## src/rtl/pd_sleep_pkg.sv

```systemverilog
package pd_sleep_pkg;

  typedef enum logic {
    PS_AWAKE  = 1'b0,
    PS_ASLEEP = 1'b1
  } pwrState_t;

  // Strobes from control to datapath, valid for one cycle each
  typedef struct packed {
    logic enterSleep;
    logic exitSleep;
    logic rejectReq;
  } ctlStrobe_t;

endpackage

```

## src/rtl/pd_sleep_fsm.sv

```systemverilog
module pd_sleep_fsm
  import pd_sleep_pkg::*;
(
  input  logic       clk,
  input  logic       rstN,
  input  logic       sleepReq,
  input  logic       dirBlock,
  input  logic       wakeSeen,
  output ctlStrobe_t strb,
  output logic       asleep
);

  pwrState_t state, stateNext;

  always_comb begin
    strb      = '0;
    stateNext = state;
    unique case (state)
      PS_AWAKE: begin
        if (sleepReq) begin
          if (dirBlock) begin
            strb.rejectReq = 1'b1;
          end else begin
            strb.enterSleep = 1'b1;
            stateNext       = PS_ASLEEP;
          end
        end
      end
      PS_ASLEEP: begin
        if (wakeSeen) begin
          strb.exitSleep = 1'b1;
          stateNext      = PS_AWAKE;
        end
      end
      default: stateNext = PS_AWAKE;
    endcase
  end

  always_ff @(posedge clk or negedge rstN) begin
    if (!rstN) state <= PS_AWAKE;
    else       state <= stateNext;
  end

  assign asleep = (state == PS_ASLEEP);

endmodule

```

## src/rtl/pd_sleep_dp.sv

```systemverilog
module pd_sleep_dp
  import pd_sleep_pkg::*;
#(
  parameter int NUM_PINS       = 2,
  parameter int NUM_DOMAINS    = 3,
  parameter int SYNC_STAGES    = 2,
  parameter int FILTER_SAMPLES = 2
) (
  input  logic                   clk,
  input  logic                   rstN,
  input  logic [NUM_PINS-1:0]    pinN,
  input  ctlStrobe_t             strb,
  output logic                   wakeSeen,
  output logic [NUM_DOMAINS-1:0] clkEn,
  output logic                   nvmInit,
  output logic                   wakePulse,
  output logic                   rejectFlag
);

  localparam int CNT_W = (FILTER_SAMPLES > 1) ? $clog2(FILTER_SAMPLES) : 1;
  localparam logic [CNT_W-1:0] CNT_MAX = CNT_W'(FILTER_SAMPLES - 1);

  logic [NUM_PINS-1:0] pinHit;

  // Per-pin synchronizer and consecutive-low filter
  for (genvar p = 0; p < NUM_PINS; p++) begin : g_pin
    logic [SYNC_STAGES-1:0] syncQ;
    logic [CNT_W-1:0]       lowCnt;
    logic                   syncLow;

    always_ff @(posedge clk or negedge rstN) begin
      if (!rstN) syncQ <= '1;
      else       syncQ <= {syncQ[SYNC_STAGES-2:0], pinN[p]};
    end

    assign syncLow = ~syncQ[SYNC_STAGES-1];

    always_ff @(posedge clk or negedge rstN) begin
      if (!rstN)                  lowCnt <= '0;
      else if (!syncLow)          lowCnt <= '0;
      else if (lowCnt != CNT_MAX) lowCnt <= lowCnt + 1'b1;
    end

    assign pinHit[p] = syncLow && (lowCnt == CNT_MAX);
  end

  assign wakeSeen = |pinHit;

  // One enable register per gated domain
  for (genvar d = 0; d < NUM_DOMAINS; d++) begin : g_dom
    always_ff @(posedge clk or negedge rstN) begin
      if (!rstN)               clkEn[d] <= 1'b1;
      else if (strb.enterSleep) clkEn[d] <= 1'b0;
      else if (strb.exitSleep)  clkEn[d] <= 1'b1;
    end
  end

  // Initialise strobe: held during reset, pulsed on sleep entry
  always_ff @(posedge clk or negedge rstN) begin
    if (!rstN) nvmInit <= 1'b1;
    else       nvmInit <= strb.enterSleep;
  end

  always_ff @(posedge clk or negedge rstN) begin
    if (!rstN) wakePulse <= 1'b0;
    else       wakePulse <= strb.exitSleep;
  end

  always_ff @(posedge clk or negedge rstN) begin
    if (!rstN)                rejectFlag <= 1'b0;
    else if (strb.rejectReq)  rejectFlag <= 1'b1;
    else if (strb.enterSleep) rejectFlag <= 1'b0;
  end

endmodule

```

## src/rtl/pd_sleep_ctrl.sv

```systemverilog
module pd_sleep_ctrl
  import pd_sleep_pkg::*;
#(
  parameter int SYNC_STAGES    = 2,
  parameter int FILTER_SAMPLES = 2
) (
  input  logic clk,
  input  logic rstN,
  input  logic sleepReq,
  input  logic irqPinAN,
  input  logic irqPinBN,
  input  logic dirBitA,
  input  logic dirBitB,
  output logic cpuClkEn,
  output logic rngClkEn,
  output logic wdtClkEn,
  output logic pinIrqMode,
  output logic nvmCtlInit,
  output logic wakeIrq,
  output logic sleepRejected
);

  localparam int NUM_PINS    = 2;
  localparam int NUM_DOMAINS = 3;

  ctlStrobe_t             strb;
  logic                   wakeSeen;
  logic                   asleep;
  logic [NUM_DOMAINS-1:0] clkEn;

  pd_sleep_fsm u_fsm (
    .clk      (clk),
    .rstN     (rstN),
    .sleepReq (sleepReq),
    .dirBlock (dirBitA | dirBitB),
    .wakeSeen (wakeSeen),
    .strb     (strb),
    .asleep   (asleep)
  );

  pd_sleep_dp #(
    .NUM_PINS       (NUM_PINS),
    .NUM_DOMAINS    (NUM_DOMAINS),
    .SYNC_STAGES    (SYNC_STAGES),
    .FILTER_SAMPLES (FILTER_SAMPLES)
  ) u_dp (
    .clk        (clk),
    .rstN       (rstN),
    .pinN       ({irqPinBN, irqPinAN}),
    .strb       (strb),
    .wakeSeen   (wakeSeen),
    .clkEn      (clkEn),
    .nvmInit    (nvmCtlInit),
    .wakePulse  (wakeIrq),
    .rejectFlag (sleepRejected)
  );

  assign cpuClkEn   = clkEn[0];
  assign rngClkEn   = clkEn[1];
  assign wdtClkEn   = clkEn[2];
  assign pinIrqMode = asleep;

endmodule

```

## config.mk

```make
export PLATFORM = sky130hd
export DESIGN_NAME = pd_sleep_ctrl
export DESIGN_NICKNAME = d
export VERILOG_FILES = /design/src/rtl/pd_sleep_pkg.sv /design/src/rtl/pd_sleep_fsm.sv /design/src/rtl/pd_sleep_dp.sv /design/src/rtl/pd_sleep_ctrl.sv
export SDC_FILE = /design/constraint.sdc
export NUM_CORES = 1
export LEC_CHECK = 0
export ABC_CLOCK_PERIOD_IN_PS = 1120
export BUFFER_PORTS_ARGS = -buffer_cell sky130_fd_sc_hd__buf_2
export CAP_MARGIN = 20
export CORE_UTILIZATION = 25
export DETAILED_ROUTE_END_ITERATION = 10
export PLACE_DENSITY = 0.52
export SKIP_LAST_GASP = 1
export SLEW_MARGIN = 20
export SYNTH_ARGS = -nofsm -noshare
export SYNTH_HDL_FRONTEND = slang
export SYNTH_SLANG_ARGS = --single-unit
```

## constraint.sdc

```tcl
create_clock -name clk -period 1.12 [get_ports clk]
set_input_delay 0.112 -clock clk [delete_from_list [all_inputs] [get_ports clk]]
set_output_delay 0.112 -clock clk [all_outputs]
set_load 0.05 [all_outputs]
```

==> results.cfg, run 1 <==
[status]
status = finished, final reports clean

[finish]
final_nets = 52
area_growth_pct = 43.2
drive_gt1_share_pct = 54.5
diodes = 0
fillers = 132
final_common_cell = buf_2
final_cell_mix = 9 x buf_2, 6 x dfstp_2, 4 x inv_1, 4 x dfrtp_1

[global_route]
grt_overflow = 0
busiest_layer = met2
grtUsageMet1_pct = 8.80
grt_first_pass_wirelength_um = 821
grt_pass1_vias = 210
grt_start_max_net_pins = 12
met3_usage_pct = 3.41
use_met2_pct = 13.3
grt_usage_pct = 8.25
antenna_found_initial = 0

[setup_path]
worst_ep_required_time_ns = 1.01
critPathMaxStageDelay_ns = 0.58
crit_chain = buf_6
ff2ff_setup_slack_ns = 0.06
crit_buf_inv = 1
arrival_ns = 1.00
slowest_stage = dfstp_2
worstRegToRegCells = 3
critPathTopFamily = flip-flops
r2r_start = u_dp.g_pin[0].syncQ[1]$_DFF_PN1_
reg2reg_to = u_dp.wakePulse$_DFF_PN0_
cp-end-kind = output port
start_kind = flip-flop
crit_type = flip-flop to output port
cp_max_fo = 4

[route]
wirelength_um = 531
ant_nets = 0
first_iter_violations = 1
drcViolationCount = 0
first_pass_iters = 2
num_vias = 239
vias_per_cell = 4.05
route.detailed.wl_per_inst_um = 9.00

[synth]
syn_nets = 32
synth-simple-area-share_pct = 5.23
synth_top_area_share_pct = 43.9
synth_top_family_by_area = buffers and inverters
syn-cell-area_um2 = 359
synth-compound-area-share_pct = 7.67
synth_xor_area_share_pct = 0
synthAdderAreaFrac_pct = 0
syn_inst = 25
synthTopCellsByArea = dfstp_2 44%, dfrtp_1 35%, a22o_1 4.9%
yosysWarnings = 0
yosysTopAreaCell = dfstp_2
syn_area_per_cell_um2 = 14.4
ys_ff_latch = 11
ys_seq_area_share_pct = 78.7
synthMuxAreaShare_pct = 0
yosysUniqueCellTypes = 10

[power]
p_leak_nw = 0.255
powerDensity_mw_per_mm2 = 2010
finalPower_mw = 1.04
ir_worst_vdd_mv = 0.752

[timing]
post-route-period-util_pct = 99.6
hold_viol_final = 0
hold_ws_ns = 0.122
totalNegativeSetupSlack_ns = 0
timing.fmax_mhz = 896
rsz0062_at_grt = true
finClkSkew_ns = 0.00369
fin_crit_ns = 1.12
finalSetupViolCount = 0
slew_headroom_pct = 83.5
drv_slew = 0
tightest_slew_ns = 0.249

[min_path]
min_from = sleepReq
hold_depth = 3
worst_hold_path.endpoint = u_dp.rejectFlag$_DFFE_PN0P_
hp-class = primary input to flip-flop

[cts]
cts_max_path_buffers = 2
numCtsBuffers = 3
htreeDepth = 1
cts_root_buf = clkbuf_4
clock-sinks = 11
clkTransAtPathRegs_ns = 0.07
clk_latency_ns = 0.26
cts_tree = built

[die]
initial_core_util_pct = 27.3
die-area_mm2 = 0.00159
die_h_um = 39.9
die_w_um = 39.9
core-area_mm2 = 0.00132
ios = 14
floorplan.rows = 13

[placement]
portBuffers = 13
gp_congestion = 0.685

[flow_run]
max-cap-violations = 0
[area by class of cell]
| class | count | area [um^2] | share of cell area (%) |
|---|---|---|---|
| clock buffers | 4 | 26.3 | 5.11 |
| inverters | 4 | 15.0 | 2.92 |
| multi-input cells | 8 | 46.3 | 9.00 |
| flip-flops and latches | 11 | 284 | 55.2 |
| well taps | 15 | 18.8 | 3.65 |
| repair buffers | 17 | 124 | 24.1 |
[routing by layer]
layer | share of wire [%] | up-vias
met5 | 0 | -
met4 | 0 | 0
met3 | 4.7 | 0
met2 | 56 | 8
met1 | 39 | 115
li1 | - | 116
[kinds of logic (layout without fill, tap and decap cells)]
kind of cell           after synthesis  after routing
buffers and inverters                6             25
flip-flops                          11             11
AO/OA/AOI/OAI                        4              4
AND/OR/NAND/NOR                      4              4
[state kept, by name (all words and copies together) (netlist names)]
name,cells
u_fsm.asleep,1
u_dp.nvmInit,1
u_dp.g_pin.syncQ,4
u_dp.g_pin.lowCnt,2
u_dp.rejectFlag,1
u_dp.clkEn,1
u_dp.wakePulse,1
[timing repair]
item                                    4_1_cts  5_1_grt
resized for setup                             4        3
hold endpoints to repair                     13        0
setup buffers                                 0        1
hold buffers                                  3        0
endpoints found under the setup margin        4        3
[how the worst max path moves through the flow]
stage	startpoint	endpoint	depth (start not counted)
after floorplan	u_dp.clkEn[0]$_DFFE_PN1P_	rngClkEn	1
after global placement	u_dp.g_pin[0].syncQ[1]$_DFF_PN1_	u_dp.wakePulse$_DFF_PN0_	3
after detailed placement	u_dp.g_pin[0].syncQ[1]$_DFF_PN1_	u_dp.wakePulse$_DFF_PN0_	3
after CTS	u_dp.clkEn[0]$_DFFE_PN1P_	cpuClkEn	1
after global routing	u_dp.clkEn[0]$_DFFE_PN1P_	cpuClkEn	1
final	u_dp.clkEn[0]$_DFFE_PN1P_	cpuClkEn	1
[stage by stage]
| step | setup slack, ns | utilization, % | cells | cell area [um^2] |
|---|---|---|---|---|
| after floorplan | 0.0687 | - | 25 | 360 |
| after global placement | 0.105 | 32.6 | 51 | 429 |
| after detailed placement | 0.0654 | 32.6 | 51 | 429 |
| after CTS | -0.0256 | 37.6 | 58 | 495 |
| after global routing | -0.0328 | 39.0 | 59 | 514 |
| final | 0.00392 | 39.0 | 59 | 514 |
[power by group]
part | internal, mW | total (mW) | switching [mW] | leakage (nW)
sequential | 0.446 | 0.471 | 0.0248 | 0.122
clock | 0.137 | 0.259 | 0.121 | 0.0150
combinational | 0.109 | 0.306 | 0.197 | 0.118
[cell usage after synthesis]
cell / n
dfstp_2: 6
nand3_1: 1
o21ai_1: 1
nor2_1: 2
inv_1: 4
a22o_1: 2
and2_1: 1
dfrtp_1: 5
buf_4: 2
a21oi_1: 1
Power figures use the tool's default switching activity.
==> run 2, diff against run 1 <==
--- a/config.mk
+++ b/config.mk
@@ -8,9 +8,11 @@
 export ABC_CLOCK_PERIOD_IN_PS = 1120
 export BUFFER_PORTS_ARGS = -buffer_cell sky130_fd_sc_hd__buf_2
 export CAP_MARGIN = 20
+export CELL_PAD_IN_SITES_DETAIL_PLACEMENT = 0
+export CELL_PAD_IN_SITES_GLOBAL_PLACEMENT = 1
 export CORE_UTILIZATION = 25
 export DETAILED_ROUTE_END_ITERATION = 10
-export PLACE_DENSITY = 0.52
+export PLACE_DENSITY = 0.61
 export SKIP_LAST_GASP = 1
 export SLEW_MARGIN = 20
 export SYNTH_ARGS = -nofsm -noshare
==> run 2 against run 1 <==
- utilization shrank 0.47 points
- power fell by 1.3%
- fmax is 0.25% lower
- die area did not move
- critical path depth did not move
- worst setup slack got worse by 0.0028 ns
- sequential power is essentially flat
- clock power is essentially flat
- clock skew fell by 0.0012 ns
- cell area is 1.2% lower
- global-route usage up 1.7 points
- wire length rose by 7.3%
==> results.cfg, run 2 (synthesized netlist as in run 1, its figures left out) <==
[status]
status = finished, final reports clean

[setup_path]
start_kind = flip-flop
crit_buf_inv = 1
critPathMaxStageDelay_ns = 0.58
crit_type = flip-flop to output port
arrival_ns = 1.01
critPathTopFamily = flip-flops
worst_ep_required_time_ns = 1.01
cp-end-kind = output port
ff2ff_setup_slack_ns = 0.07
crit_chain = buf_6
reg2reg_to = u_dp.wakePulse$_DFF_PN0_
r2r_start = u_dp.g_pin[0].syncQ[1]$_DFF_PN1_
cp_max_fo = 4
worstRegToRegCells = 3
slowest_stage = dfstp_2

[route]
first_iter_violations = 2
drcViolationCount = 0
wirelength_um = 570
num_vias = 239
route.detailed.wl_per_inst_um = 9.83
ant_nets = 0
first_pass_iters = 2
vias_per_cell = 4.12

[placement]
gp_congestion = 0.683
placed_area_um2 = 429
portBuffers = 13
dp_hpwl_um = 434

[timing]
drv_slew = 0
rsz0062_at_grt = true
hold_viol_final = 0
fin_crit_ns = 1.12
finClkSkew_ns = 0.00254
tightest_slew_ns = 0.249
timing.fmax_mhz = 894
slew_headroom_pct = 83.5
finalSetupViolCount = 0
post-route-period-util_pct = 99.9

[finish]
largest_reg_flops = 4
fillers = 131
final_common_cell = buf_2
final_core_util_pct = 38.6
area_growth_pct = 41.5
final_nets = 51
reg_top3 = u_dp.g_pin.syncQ (4), u_dp.g_pin.lowCnt (2)
top_register = u_dp.g_pin.syncQ
final_cell_mix = 9 x buf_2, 6 x dfstp_2, 4 x inv_1, 4 x dfrtp_1
fin_area_um2 = 508
diodes = 0
drive_gt1_share_pct = 55.8

[global_route]
grt_start_max_net_pins = 12
grt_overflow = 0
grt_first_pass_wirelength_um = 924
grt_usage_pct = 9.96
antenna_found_initial = 0
grt_pass1_vias = 238

[cts]
cts_root_buf = clkbuf_4
cts_max_path_buffers = 2
clkTransAtPathRegs_ns = 0.07
cts_setup_buffers = 0
htreeDepth = 1
clock-sinks = 11
numCtsBuffers = 3
cts_tree = built
clk_latency_ns = 0.26

[die]
initial_core_util_pct = 27.3
ios = 14
die_w_um = 39.9
floorplan.rows = 13
die-area_mm2 = 0.00159
core-area_mm2 = 0.00132
die_h_um = 39.9

[min_path]
hp-class = primary input to flip-flop
hold_depth = 3
worst_hold_path.endpoint = u_dp.rejectFlag$_DFFE_PN0P_
min_from = sleepReq

[power]
p_leak_nw = 0.253
powerDensity_mw_per_mm2 = 2010
ir_worst_vdd_mv = 1.23

[flow_run]
max-cap-violations = 0
-- run 2: metrics by stage --
| stage | setup slack [ns] | setup TNS [ns] | total power, mW | hold slack, ns | instances |
|---|---|---|---|---|---|
| 6_report | 0.00114 | 0 | 1.02 | 0.117 | 58 |
| 5_1_grt | -0.0534 | -0.154 | 1.08 | 0.120 | 58 |
| 4_1_cts | -0.0205 | -0.0611 | 1.01 | 0.104 | 58 |
| 3_5_place_dp | 0.0814 | 0 | 0.720 | -0.0127 | 51 |
| 3_3_place_gp | 0.104 | 0 | 0.714 | -0.0228 | 51 |
| 2_1_floorplan | 0.0687 | 0 | 0.683 | -0.184 | 25 |
-- run 2: metal layers --
metal / vias to the layer above / global-route usage, % / part of all wire (%) / wire length [um]
met5: - / 0 / 0 / 0
met4: 0 / 5.17 / 0.88 / 5
met3: 2 / 8.52 / 7.9 / 45
met2: 11 / 15.7 / 55 / 312
met1: 114 / 8.60 / 36 / 206
li1: 112 / - / - / -
-- run 2: worst min-delay path, delay by kind of cell --
family | cells | cell delay (ns)
AOI/OAI and AO/OA | 1 | 0.06
buffers and inverters | 1 | 0.09
and+or+nand+nor | 1 | 0.08
-- run 2: report_power, final --
group          total [mW]  internal, mW  switching (mW)
Sequential          0.471         0.446          0.0249
Clock               0.259         0.132           0.127
Combinational       0.292        0.0970           0.195
Total                1.02         0.675           0.346
-- run 2: worst max-delay path by stage --
stage	from	endpoint	slack (ns)	cells past startpoint
after floorplan	u_dp.clkEn[0]$_DFFE_PN1P_	rngClkEn	0.07	1
after global routing	u_dp.clkEn[0]$_DFFE_PN1P_	rngClkEn	-0.05	1
final	u_dp.clkEn[0]$_DFFE_PN1P_	wdtClkEn	0.001	1
after CTS	u_dp.clkEn[0]$_DFFE_PN1P_	wdtClkEn	-0.02	1
after global placement	u_dp.g_pin[0].syncQ[1]$_DFF_PN1_	u_dp.wakePulse$_DFF_PN0_	0.10	3
after detailed placement	u_dp.g_pin[0].syncQ[1]$_DFF_PN1_	u_dp.wakePulse$_DFF_PN0_	0.08	3
-- run 2: cell type report --
type                            instances  area, um^2  share of cell area [%]
Multi-Input combinational cell          8        46.3                    9.11
Sequential cell                        11         284                    55.9
Clock buffer                            3        22.5                    4.43
Timing Repair Buffer                   16         116                    22.9
Tap cell                               15        18.8                    3.69
Inverter                                4        15.0                    2.96
Clock inverter                          1        5.00                   0.985
-- run 2: timing repair --
action	4_1_cts	5_1_grt
hold endpoints to repair	13	0
pin swaps	0	0
endpoints found under the setup margin	4	3
hold buffers	3	0
gates resized for setup	4	3
==> run 3, diff against run 2 <==
--- a/config.mk
+++ b/config.mk
@@ -6,13 +6,13 @@
 export NUM_CORES = 1
 export LEC_CHECK = 0
 export ABC_CLOCK_PERIOD_IN_PS = 1120
-export BUFFER_PORTS_ARGS = -buffer_cell sky130_fd_sc_hd__buf_2
 export CAP_MARGIN = 20
 export CELL_PAD_IN_SITES_DETAIL_PLACEMENT = 0
 export CELL_PAD_IN_SITES_GLOBAL_PLACEMENT = 1
 export CORE_UTILIZATION = 25
 export DETAILED_ROUTE_END_ITERATION = 10
-export PLACE_DENSITY = 0.61
+export DONT_BUFFER_PORTS = 1
+export PLACE_DENSITY = 0.51
 export SKIP_LAST_GASP = 1
 export SLEW_MARGIN = 20
 export SYNTH_ARGS = -nofsm -noshare
==> run 3 against run 2 <==
- the flow now finishes with violations (negative setup slack)
- sequential power grew 2%
- power shrank 1.5%
- global-route usage shrank 1.4 points
- cell area shrank 8.9%
==> results.cfg, run 3 (synthesized netlist as in run 1, its figures left out) <==
[status]
status = finished with violations
violations = negative setup slack

[power]
finalPower_mw = 1.01
ir_worst_vdd_mv = 0.855
powerDensity_mw_per_mm2 = 2170
p_leak_nw = 0.213

[setup_path]
worst_ep_required_time_ns = 1.01
arrival_ns = 1.03
critPathTopFamily = flip-flops
cp_max_fo = 3
slowest_stage = dfstp_2
crit_buf_inv = 1
cp-end-kind = output port
critPathMaxStageDelay_ns = 0.56
crit_type = flip-flop to output port
start_kind = flip-flop
crit_chain = buf_12

[timing]
tightest_slew_ns = 0.451
slew_headroom_pct = 69.8
setup_slack_ns = -0.0253
post-route-period-util_pct = 102
timing.fmax_mhz = 873
hold_viol_final = 0
rsz0062_at_grt = true
finalSetupViolCount = 3
fin_crit_ns = 1.15
finClkSkew_ns = 0.00451
drv_slew = 0

[cts]
clk_latency_ns = 0.26
clkTransAtPathRegs_ns = 0.07
cts.repair.resized = 0
cts_root_buf = clkbuf_4
clock-sinks = 11
cts_tree = built
cts_max_path_buffers = 2
numCtsBuffers = 3
htreeDepth = 1

[route]
vias_per_cell = 3.96
ant_nets = 0
num_vias = 194
wirelength_um = 512
route.detailed.wl_per_inst_um = 10.4
first_pass_iters = 3
first_iter_violations = 4
drcViolationCount = 0

[die]
ios = 14
floorplan.rows = 13
initial_core_util_pct = 27.3
die_h_um = 39.9
die_w_um = 39.9
core-area_mm2 = 0.00132
die-area_mm2 = 0.00159

[flow_run]
max-cap-violations = 0

[placement]
dpl_worst_slack_ns = 0.0791
gp_congestion = 0.603
portBuffers = 0
dp_hpwl_um = 350

[global_route]
grt_pass1_vias = 180
grt_start_max_net_pins = 12
grt_first_pass_wirelength_um = 786
grt_usage_pct = 8.53
grt_overflow = 0
antenna_found_initial = 0

[finish]
area_growth_pct = 28.9
final_cell_mix = 6 x dfstp_2, 4 x inv_1, 4 x dfrtp_1
diodes = 0
drive_gt1_share_pct = 41.2
largest_reg_flops = 4
fillers = 129
final_nets = 42
top_register = u_dp.g_pin.syncQ
final_core_util_pct = 35.1
final_common_cell = dfstp_2
reg_top3 = u_dp.g_pin.syncQ (4), u_dp.g_pin.lowCnt (2)

[min_path]
hp-class = primary input to flip-flop
run 3: where the power goes:
group          leakage, nW  switching (mW)  internal, mW
clock               0.0150           0.124         0.138
sequential           0.122          0.0329         0.446
combinational       0.0766           0.181        0.0851
run 3: per-layer routing:
metal  global-route usage (%)  vias to the layer above  part of all wire, %
met2                     10.9                        7                   50
met4                     13.8                        0                    0
met3                     1.70                        0                  4.5
met1                     9.29                       93                   45
met5                        0                        -                    0
li1                         -                       94                    -
run 3: per-stage QoR:
stage | hold WS [ns] | cell area (um^2) | instances | setup TNS, ns
2_1_floorplan | -0.184 | 360 | 25 | 0
3_3_place_gp | -0.183 | 399 | 41 | 0
3_5_place_dp | -0.183 | 399 | 41 | 0
4_1_cts | 0.000446 | 455 | 48 | -0.136
5_1_grt | 0.00914 | 463 | 49 | -0.194
6_report | 0.00850 | 463 | 49 | -0.0759
run 3: final timing paths:
check | depth (start not counted) | to | startpoint | slack (ns)
setup reg to reg | 3 | u_dp.wakePulse$_DFF_PN0_ | u_dp.g_pin[0].syncQ[1]$_DFF_PN1_ | 0.08
hold reg to reg | 0 | u_dp.g_pin[1].syncQ[1]$_DFF_PN1_ | u_dp.g_pin[1].syncQ[0]$_DFF_PN1_ | 0.36
setup / recovery | 1 | rngClkEn | u_dp.clkEn[0]$_DFFE_PN1P_ | -0.03
min in group asynchronous | 1 | u_dp.rejectFlag$_DFFE_PN0P_ | rstN | 0.23
max in group asynchronous | 1 | u_dp.g_pin[0].syncQ[1]$_DFF_PN1_ | rstN | 0.55
hold / removal | 2 | u_dp.rejectFlag$_DFFE_PN0P_ | sleepReq | 0.008
run 3: cell type report:
class                   instances  area, um^2  area share, %
flip-flops and latches         11         284           61.4
repair buffers                  7        72.6           15.7
multi-input cells               8        46.3           10.0
clock buffers                   4        26.3           5.68
well taps                      15        18.8           4.05
inverters                       4        15.0           3.24
run 3: what timing repair did:
action,CTS,global route
setup endpoints to repair,3,3
endpoints found under the hold margin,13,0
setup buffers,0,1
hold buffers,3,0
